## config.mk

```make
export PLATFORM = sky130hd
export DESIGN_NAME = txbd_ring_seq
export DESIGN_NICKNAME = d
export VERILOG_FILES = /design/src/rtl/txbd_pkg.sv /design/src/rtl/txbd_desc_mem.sv /design/src/rtl/txbd_buf_mem.sv /design/src/rtl/txbd_evt_flag.sv /design/src/rtl/txbd_seq_ctrl.sv /design/src/rtl/txbd_ring_seq.sv
export SDC_FILE = /design/constraint.sdc
export NUM_CORES = 2
export LEC_CHECK = 0
export ABC_AREA = 1
export ABC_CLOCK_PERIOD_IN_PS = 2800
export BUFFER_PORTS_ARGS = -buffer_cell sky130_fd_sc_hd__buf_2
export CAP_MARGIN = 25
export CORE_UTILIZATION = 40
export DETAILED_ROUTE_END_ITERATION = 8
export HOLD_SLACK_MARGIN = 0.12
export PLACE_DENSITY_LB_ADDON = 0.1
export SETUP_SLACK_MARGIN = 0.15
export SLEW_MARGIN = 20
export SYNTH_ARGS = -nofsm -noshare
export SYNTH_HDL_FRONTEND = slang
export SYNTH_SLANG_ARGS = --single-unit
```

## constraint.sdc

```tcl
create_clock -name clk -period 2.8 [get_ports clk]
set_input_delay 0 -clock clk [delete_from_list [all_inputs] [get_ports clk]]
set_output_delay 0 -clock clk [all_outputs]
set_load 0.03 [all_outputs]
```

## src/rtl/txbd_pkg.sv

```systemverilog
package txbd_pkg;

    // Control-word bit positions (halfword 0 of each descriptor)
    localparam int BIT_READY = 15;
    localparam int BIT_WRAP  = 13;
    localparam int BIT_INTR  = 12;
    localparam int BIT_LAST  = 11;
    localparam int BIT_ERR   = 1;

    // Halfword offsets inside one descriptor
    localparam int HW_PER_DESC = 4;
    localparam int OFS_CTRL    = 0;
    localparam int OFS_LEN     = 1;
    localparam int OFS_PTR_HI  = 2;
    localparam int OFS_PTR_LO  = 3;

    typedef struct packed {
        logic [15:0] ctrl;
        logic [15:0] length;
        logic [31:0] pointer;
    } desc_t;

    typedef enum logic [1:0] {
        S_POLL   = 2'd0,
        S_SEND   = 2'd1,
        S_EOF    = 2'd2,
        S_RETIRE = 2'd3
    } seq_state_t;

    // Control word written back when a descriptor is handed to the host
    function automatic logic [15:0] retire_word(input logic [15:0] ctrl,
                                                input logic        failed);
        logic [15:0] w;
        w            = ctrl;
        w[BIT_READY] = 1'b0;
        if (failed) w[BIT_ERR] = 1'b1;
        return w;
    endfunction

endpackage

```

## src/rtl/txbd_desc_mem.sv

```systemverilog
module txbd_desc_mem
    import txbd_pkg::*;
#(
    parameter int NUM_DESC = 8,
    localparam int WORDS   = NUM_DESC * HW_PER_DESC,
    localparam int AW      = $clog2(WORDS),
    localparam int IDX_W   = $clog2(NUM_DESC)
) (
    input  logic             clk,
    input  logic             rst,
    input  logic             host_we,
    input  logic [AW-1:0]    host_waddr,
    input  logic [15:0]      host_wdata,
    input  logic [AW-1:0]    host_raddr,
    output logic [15:0]      host_rdata,
    input  logic [IDX_W-1:0] seq_idx,
    output desc_t            seq_desc,
    input  logic             seq_we,
    input  logic [15:0]      seq_ctrl
);

    logic [15:0] mem [WORDS];

    // Sequencer write-back is placed last so it wins on an address clash
    always_ff @(posedge clk) begin
        if (rst) begin
            for (int i = 0; i < WORDS; i++) mem[i] <= '0;
        end else begin
            if (host_we) mem[host_waddr] <= host_wdata;
            if (seq_we)  mem[{seq_idx, 2'(OFS_CTRL)}] <= seq_ctrl;
        end
    end

    assign host_rdata = mem[host_raddr];

    always_comb begin
        seq_desc.ctrl    = mem[{seq_idx, 2'(OFS_CTRL)}];
        seq_desc.length  = mem[{seq_idx, 2'(OFS_LEN)}];
        seq_desc.pointer = {mem[{seq_idx, 2'(OFS_PTR_HI)}],
                            mem[{seq_idx, 2'(OFS_PTR_LO)}]};
    end

endmodule

```

## src/rtl/txbd_buf_mem.sv

```systemverilog
module txbd_buf_mem #(
    parameter int DEPTH = 256,
    localparam int AW   = $clog2(DEPTH)
) (
    input  logic          clk,
    input  logic          we,
    input  logic [AW-1:0] waddr,
    input  logic [7:0]    wdata,
    input  logic [AW-1:0] raddr,
    output logic [7:0]    rdata
);

    logic [7:0] mem [DEPTH];

    always_ff @(posedge clk) begin
        if (we) mem[waddr] <= wdata;
    end

    assign rdata = mem[raddr];

endmodule

```

## src/rtl/txbd_evt_flag.sv

```systemverilog
module txbd_evt_flag (
    input  logic clk,
    input  logic rst,
    input  logic set,
    input  logic clr,
    output logic flag
);

    always_ff @(posedge clk) begin
        if (rst)      flag <= 1'b0;
        else if (set) flag <= 1'b1;
        else if (clr) flag <= 1'b0;
    end

endmodule

```

## src/rtl/txbd_seq_ctrl.sv

```systemverilog
module txbd_seq_ctrl
    import txbd_pkg::*;
#(
    parameter int NUM_DESC = 8,
    parameter int BUF_AW   = 8,
    localparam int IDX_W   = $clog2(NUM_DESC)
) (
    input  logic              clk,
    input  logic              rst,
    input  desc_t             desc,
    output logic [IDX_W-1:0]  idx,
    output logic [BUF_AW-1:0] buf_addr,
    output logic              byte_valid,
    input  logic              byte_ready,
    input  logic              abort,
    output logic              eof,
    output logic              wb_we,
    output logic [15:0]       wb_ctrl,
    output logic              retire_evt
);

    seq_state_t  state;
    logic [31:0] ptr;
    logic [15:0] remain;
    logic [15:0] cur_ctrl;
    logic        aborted;

    always_ff @(posedge clk) begin
        if (rst) begin
            state    <= S_POLL;
            idx      <= '0;
            ptr      <= '0;
            remain   <= '0;
            cur_ctrl <= '0;
            aborted  <= 1'b0;
        end else begin
            unique case (state)
                S_POLL: begin
                    if (desc.ctrl[BIT_READY]) begin
                        cur_ctrl <= desc.ctrl;
                        ptr      <= desc.pointer;
                        remain   <= desc.length;
                        if (desc.length == '0)
                            state <= desc.ctrl[BIT_LAST] ? S_EOF : S_RETIRE;
                        else
                            state <= S_SEND;
                    end
                end
                S_SEND: begin
                    if (abort) begin
                        aborted <= 1'b1;
                        state   <= S_RETIRE;
                    end else if (byte_ready) begin
                        ptr    <= ptr + 32'd1;
                        remain <= remain - 16'd1;
                        if (remain == 16'd1)
                            state <= cur_ctrl[BIT_LAST] ? S_EOF : S_RETIRE;
                    end
                end
                S_EOF: begin
                    state <= S_RETIRE;
                end
                S_RETIRE: begin
                    aborted <= 1'b0;
                    idx     <= cur_ctrl[BIT_WRAP] ? '0 : idx + 1'b1;
                    state   <= S_POLL;
                end
                default: state <= S_POLL;
            endcase
        end
    end

    always_comb begin
        buf_addr   = ptr[BUF_AW-1:0];
        byte_valid = (state == S_SEND);
        eof        = (state == S_EOF);
        wb_we      = (state == S_RETIRE);
        wb_ctrl    = retire_word(cur_ctrl, aborted);
        retire_evt = wb_we & cur_ctrl[BIT_INTR];
    end

endmodule

```

## src/rtl/txbd_ring_seq.sv

```systemverilog
module txbd_ring_seq
    import txbd_pkg::*;
#(
    parameter int NUM_DESC  = 8,
    parameter int BUF_DEPTH = 256,
    localparam int DESC_AW  = $clog2(NUM_DESC * HW_PER_DESC),
    localparam int BUF_AW   = $clog2(BUF_DEPTH),
    localparam int IDX_W    = $clog2(NUM_DESC)
) (
    input  logic               clk,
    input  logic               rst,
    input  logic               desc_wr_en,
    input  logic [DESC_AW-1:0] desc_wr_addr,
    input  logic [15:0]        desc_wr_data,
    input  logic [DESC_AW-1:0] desc_rd_addr,
    output logic [15:0]        desc_rd_data,
    input  logic               buf_wr_en,
    input  logic [BUF_AW-1:0]  buf_wr_addr,
    input  logic [7:0]         buf_wr_data,
    input  logic               evt_clr,
    output logic               tx_event,
    output logic               tx_valid,
    input  logic               tx_ready,
    output logic [7:0]         tx_data,
    output logic               tx_eof,
    input  logic               tx_abort
);

    desc_t             cur_desc;
    logic [IDX_W-1:0]  cur_idx;
    logic [BUF_AW-1:0] rd_addr;
    logic              wb_we;
    logic [15:0]       wb_ctrl;
    logic              retire_evt;

    txbd_desc_mem #(.NUM_DESC(NUM_DESC)) u_desc (
        .clk        (clk),
        .rst        (rst),
        .host_we    (desc_wr_en),
        .host_waddr (desc_wr_addr),
        .host_wdata (desc_wr_data),
        .host_raddr (desc_rd_addr),
        .host_rdata (desc_rd_data),
        .seq_idx    (cur_idx),
        .seq_desc   (cur_desc),
        .seq_we     (wb_we),
        .seq_ctrl   (wb_ctrl)
    );

    txbd_buf_mem #(.DEPTH(BUF_DEPTH)) u_buf (
        .clk   (clk),
        .we    (buf_wr_en),
        .waddr (buf_wr_addr),
        .wdata (buf_wr_data),
        .raddr (rd_addr),
        .rdata (tx_data)
    );

    txbd_seq_ctrl #(.NUM_DESC(NUM_DESC), .BUF_AW(BUF_AW)) u_ctrl (
        .clk        (clk),
        .rst        (rst),
        .desc       (cur_desc),
        .idx        (cur_idx),
        .buf_addr   (rd_addr),
        .byte_valid (tx_valid),
        .byte_ready (tx_ready),
        .abort      (tx_abort),
        .eof        (tx_eof),
        .wb_we      (wb_we),
        .wb_ctrl    (wb_ctrl),
        .retire_evt (retire_evt)
    );

    txbd_evt_flag u_evt (
        .clk  (clk),
        .rst  (rst),
        .set  (retire_evt),
        .clr  (evt_clr),
        .flag (tx_event)
    );

endmodule

```

Word-level counts from Yosys, hierarchy flattened --
Memories as Yosys holds them, arrays and structs flattened. A register that Yosys moved wholly into a read port is not among the register bits. Index checks and enable logic that the tools add are counted. W data, S select, Z words.
Operators by class: reductions and logical operators 11, bitwise operators 1, $add $sub $neg 3, equal/unequal tests 10, multiplexer cells 48
Operator list (number):
- $mux W32 | 3
- $mux W16 | 5
- $pmux W32 S2 | 1
- $mux W5 | 10
- $add A32 B1 Y32 const B | 1
- $pmux W16 S2 | 1
- $reduce_or A16 Y1 | 2
- $mux W1 | 18
- $eq A16 B1 Y1 const B | 1
- $logic_not A16 Y1 | 1
- $mux W8 | 2
- $sub A16 B1 Y16 const B | 1
- $mux W2 | 5
- $pmux W2 S4 | 1
- $ne A3 B1 Y1 const B | 2
- $reduce_bool A2 Y1 | 3
- $eq A2 B2 Y1 const B | 2
- $ne A2 B1 Y1 const B | 2
- $ne A2 B2 Y1 const B | 2
- $reduce_and A2 Y1 | 2
- $reduce_and A4 Y1 | 1
- $add A3 B1 Y3 const B | 1
- $mux W3 | 1
- $reduce_and A3 Y1 | 1
- 4 further kinds | 4
Storage, ports and cells: input port bits 49, bits in writable memories 2560, output and inout bits 27, flip-flop bits (word level) 70, memories 2
Memories:
- u_buf.mem | words 256, width 8, rd ports 1, clocked after memory_dff 1, write ports 1, line txbd_buf_mem.sv:13 | logic [7:0] mem [DEPTH];
- u_desc.mem | words 32, width 16, rd ports 5, clocked after memory_dff 4, write ports 32, line txbd_desc_mem.sv:22 | logic [15:0] mem [WORDS];

Depth between registers and ports, before layout --
depth in word-level cells 6, mapped depth 15, mapped depth without buffers 13

Hierarchy --
From an unflattened synthesis, not the netlist that was laid out.
Unflattened totals: cell total of the unflattened synthesis 10906, area total of the unflattened synthesis 114571.1 µm²
By module, submodules not included:
- txbd_buf_mem | cells each 6995, area each 83236.1 µm², sequential area each 61499.0 µm², instances 1
- txbd_desc_mem | cells each 3484, area each 28419.8 µm², sequential area each 15374.7 µm², instances 1
- txbd_seq_ctrl | cells each 422, area each 2875.3 µm², sequential area each 900.9 µm², instances 1
- txbd_evt_flag | cells each 5, area each 40.0 µm², sequential area each 20.0 µm², instances 1

Worst setup path after synthesis --
No wires, ideal clock.
path type register -> register, start point register u_ctrl.state[0], end point memory u_desc.mem[8][0] (enable), path buffers 1, data arrival time 1652 ps, path slack 743 ps, period minus slack after synthesis 2057 ps, stages on the path, launching flop included 11, library setup time 405 ps, cells stage by stage dfxtp_1 -> ha_1 -> inv_1 -> nor2_1 -> inv_1 -> nor2_1 -> inv_1 -> nor2_1 -> inv_1 -> clkbuf_1 -> nand3_1
RTL lines:
- start: declaration | line txbd_seq_ctrl.sv:22 | seq_state_t state;
- start signal: assignment | line txbd_seq_ctrl.sv:44 | state <= desc.ctrl[BIT_LAST] ? S_EOF : S_RETIRE;
- start signal: assignment | line txbd_seq_ctrl.sv:57 | state <= cur_ctrl[BIT_LAST] ? S_EOF : S_RETIRE;
- end: declaration | line txbd_desc_mem.sv:22

==> metrics.md <==
| Metric | Value |
|---|---|
| Simple-gate share of the synthesized area | 0.220 |
| Final Util | 0.488 |
| Post-synthesis mux area share | 0 |
| IO Pins | 76 |
| Initial core utilization | 0.404 |
| Worst-path cell chain | buf_12 > clkinv_16 > buf_4 > buf_16 > buf_8 > nand2_1 > nand3_1 > nand3_2 > nand3_2 > nand3_2 > nand3_4 > nand3_2 > nand2_4 > nand2_1 > nand2_2 > buf_6 |
| RSZ-0062 raised after global routing | yes |
| Tcrit/Tclk final | 1.22 |
| Share of layout cells above drive strength 1 | 0.158 |
| Remaining global-route overflow | 0 |
| Total number of vias | 84100 |
| Highest clock rate | 293 MHz |
| # DRC | 0 |
| Pins Over Slew Limit | 0 |
| Clock sinks | 2617 |
| Die height | 531 um |
| DRT iter0 DRCs | 9878 |
| Slew headroom | 0.208 |
| Synthesized instance count | 10300 |
| CTS tree | yes |
| Num CTS Buffers | 296 |
| Final Instance Area | 135000 um^2 |
| Final Non-Filler Cells | 14700 |
| Crit path top cell by count | nand3_2 |
| Worst vdd ir | 0.543 mV |
| Slowest cell on crit path | dfxtp_4 |
| GR Util met1 | 0.395 |
| Routability cong. | 0.907 |
| Hold Fails Final Rpt | 0 |
| Fill count | 25000 |
| Final setup fails | 8 |
| CTS H-Tree Depth | 5 |
| IO buf count | 75 |
| EDFF count, synth | 2552 |
| Primary FF master, synth | edfxtp_1 |
| Syn Std Cell Area | 112000 um^2 |
| Main combinational cell family by area after synthesis | simple AND/OR/NAND/NOR gates |
| Final Hold Slack | 0.169 ns |
| Synth Area in Compound Gates | 0.0449 |
| Worst-Margin Slew | 1.19 ns |
| Clock root cell | clkbuf_16 |
| Crit end category | output port |
| Die X | 531 um |
| Worst setup margin | -0.609 ns |
| M3 GR Usage | 0.0456 |
| Xor-xnor portion of the synthesized cell area | 0.000469 |
| Max_cap viols | 0 |
| Area Growth Syn to Fin | 20.9% |
| Placed cell areas | 121000 um^2 |
| WS Path Type | flop to output port |
| FP Rows | 193 |
| Synthesized Nets | 10300 |
| Failing checks | negative setup slack |
| Clock buffer depth | 4 |
| Number of routed nets with antenna violations | 0 |
| Clock transition at path regs | 0.06 ns |
| Avg Inst Size Synth | 10.9 um^2 |
| Die ar. | 282000 um^2 |
| Drt total wl | 405 mm |
| Final nets | 10900 |
| Antenna violations before repair | 17 |
| TNS Setup | -4.67 ns |
| Status | complete, but fails checks |
| Async S/R FF share, synth | 0 |
| Crit-path max cell delay | 0.35 ns |
| Largest fanout on the critical path | 26 |
| FF+latch count, synth | 2617 |
| First-pass GRT wire length | 578 mm |
| GR Util All Layers | 0.278 |
| Post-DP HPWL | 253 mm |
| Routed wire per std cell | 27.4 um |
| Synth warnings | 0 |
| Leak | 48.4 nW |
| HP Class | primary input to flop |
| CP startpoint kind | flop |
| Placed insts | 14100 |
| Most used routing layer | met2 |
| First-pass DRT Iterations | 6 |
| Largest net degree at the start of global routing | 89 |
| Vias in the first global route | 80400 |
| Met2 Resource Use GR | 0.433 |
| Adder and majority gate portion of the synthesized area | 0.00100 |
| Core area | 277000 um^2 |
| Required time worst endpoint | 2.80 ns |
| CP arrival | 3.41 ns |
| Worst-skew pair later-pin latency | 0.92 ns |
| Min Tclk post-route | 3.41 ns |
| Power per cell area | 793 nW/um^2 |
| Post-synth cell types | 46 |
| Seq/Total Area, Yosys | 0.695 |
| Post-Route Skew | 0.0275 ns |
| Vias per std cell | 5.70 |
[timing repair]
action                                 in CTS  in global routing
pin swaps                                  37                 98
endpoints found under the hold margin    3550                  0
setup endpoints to repair                  22                118
gates resized for setup                   320                297
hold buffers                               69                  0
gates cloned                               23                 14
buffers inserted                           22                 10
[layout by cell type (no fill, tap or decap), types with 36 or more instances in the layout]
cell / n
clkinv_1: 54
buf_16: 39
buf_6: 52
dfxtp_1: 56
buf_2: 50
edfxtp_1: 2552
nand3_2: 231
nand3_1: 1952
nand3_4: 50
o21ai_1: 36
clkbuf_1: 69
clkinv_2: 52
o21ai_0: 499
nand2_1: 2393
nor2_1: 1103
a21oi_1: 82
inv_1: 172
nand2_2: 42
clkbuf_16: 316
dlygate4sd3_1: 67
o22ai_1: 68
o221ai_1: 101
buf_12: 127
buf_4: 622
[state kept, by name, indices dropped and copies added (netlist names), named ones only]
signal / count
u_ctrl.state: 2
u_buf.mem: 2048
u_ctrl.remain: 16
u_ctrl.idx: 3
u_evt.flag: 1
u_ctrl.cur_ctrl: 15
u_ctrl.ptr: 8
u_ctrl.aborted: 1
u_desc.mem: 512
[cells by family (layout without fill, tap and decap cells)]
family | after synthesis | after routing
AO/OA/AOI/OAI | 874 | 874
XOR/XNOR | 6 | 6
adder cells (fa/ha/maj) | 9 | 9
buffers and inverters | 968 | 1720
AND/OR/NAND/NOR | 5814 | 5814
flip-flops | 2617 | 2617
other | 0 | 2
[worst paths after layout]
check	slack, ns	startpoint	cells past startpoint	end
worst min-delay path	0.17	tx_abort	4	u_ctrl.aborted$_SDFFE_PP0P_
worst min register to register	0.50	u_ctrl.remain[5]$_SDFFE_PP0P_	2	u_ctrl.remain[5]$_SDFFE_PP0P_
worst max-delay path	-0.61	flop	16	tx_data[3]
worst max register to register	0.22	flop	11	u_ctrl.state[0]$_SDFFE_PP0P_
[layout make-up]
class                   count  area (um^2)  share of cell area
clock buffers             378         7950              0.0587
flip-flops and latches   2617        78000               0.576
multi-input cells        6703        32000               0.236
repair inverters            1         20.0            0.000148
diodes                      2         5.00           0.0000369
clock inverters           147         1350             0.00993
well taps                3705         4640              0.0342
inverters                 194          800             0.00590
repair buffers           1000        10700              0.0792
[stage by stage]
step	worst slack [ns]	power [mW]
5_1_grt	-0.677	111
6_report	-0.609	107
3_5_place_dp	-0.150	66.2
4_1_cts	-0.656	106
2_1_floorplan	0.743	56.7
3_3_place_gp	-0.178	66.2
[synth_stat cells, types with 3 or more instances]
master / instances / area share
edfxtp_1: 2552 / 0.68
nand2_1: 2444 / 0.082
nand3_1: 2233 / 0.10
nor2_1: 1112 / 0.037
o21ai_0: 525 / 0.023
buf_2: 387 / 0.017
clkbuf_1: 306 / 0.010
inv_1: 177 / 0.0059
o221ai_1: 102 / 0.0080
a21oi_1: 93 / 0.0042
o22ai_1: 68 / 0.0038
dfxtp_1: 65 / 0.012
buf_1: 47 / 0.0016
a31oi_1: 32 / 0.0018
buf_4: 25 / 0.0017
o21ai_1: 16 / 0.00071
nor3_1: 14 / 0.00063
inv_2: 13 / 0.00044
o211ai_1: 13 / 0.00087
a32oi_1: 9 / 0.00070
ha_1: 9 / 0.0010
buf_6: 8 / 0.00080
o32ai_1: 7 / 0.00055
xnor2_1: 5 / 0.00039
nand4_1: 3 / 0.00017
[critical path, delay by kind of cell (launching register included)]
kind | cells | cell delay (ns)
flip-flops | 1 | 0.35
AND/OR/NAND/NOR | 10 | 1.07
buffers and inverters | 6 | 1.03
[metal layers]
layer,vias to the layer above,part of all wire
met3,700,0.088
met5,-,0.000059
met2,4034,0.45
met1,41800,0.42
li1,37500,-
met4,4,0.034
[where the power goes]
group | leakage [nW] | switching, mW | internal (mW) | total (mW)
clock | 4.56 | 16.2 | 21.8 | 38.0
combinational | 20.0 | 16.9 | 8.59 | 25.5
sequential | 23.9 | 0.425 | 43.5 | 44.0
Power figures use the tool's default switching activity.
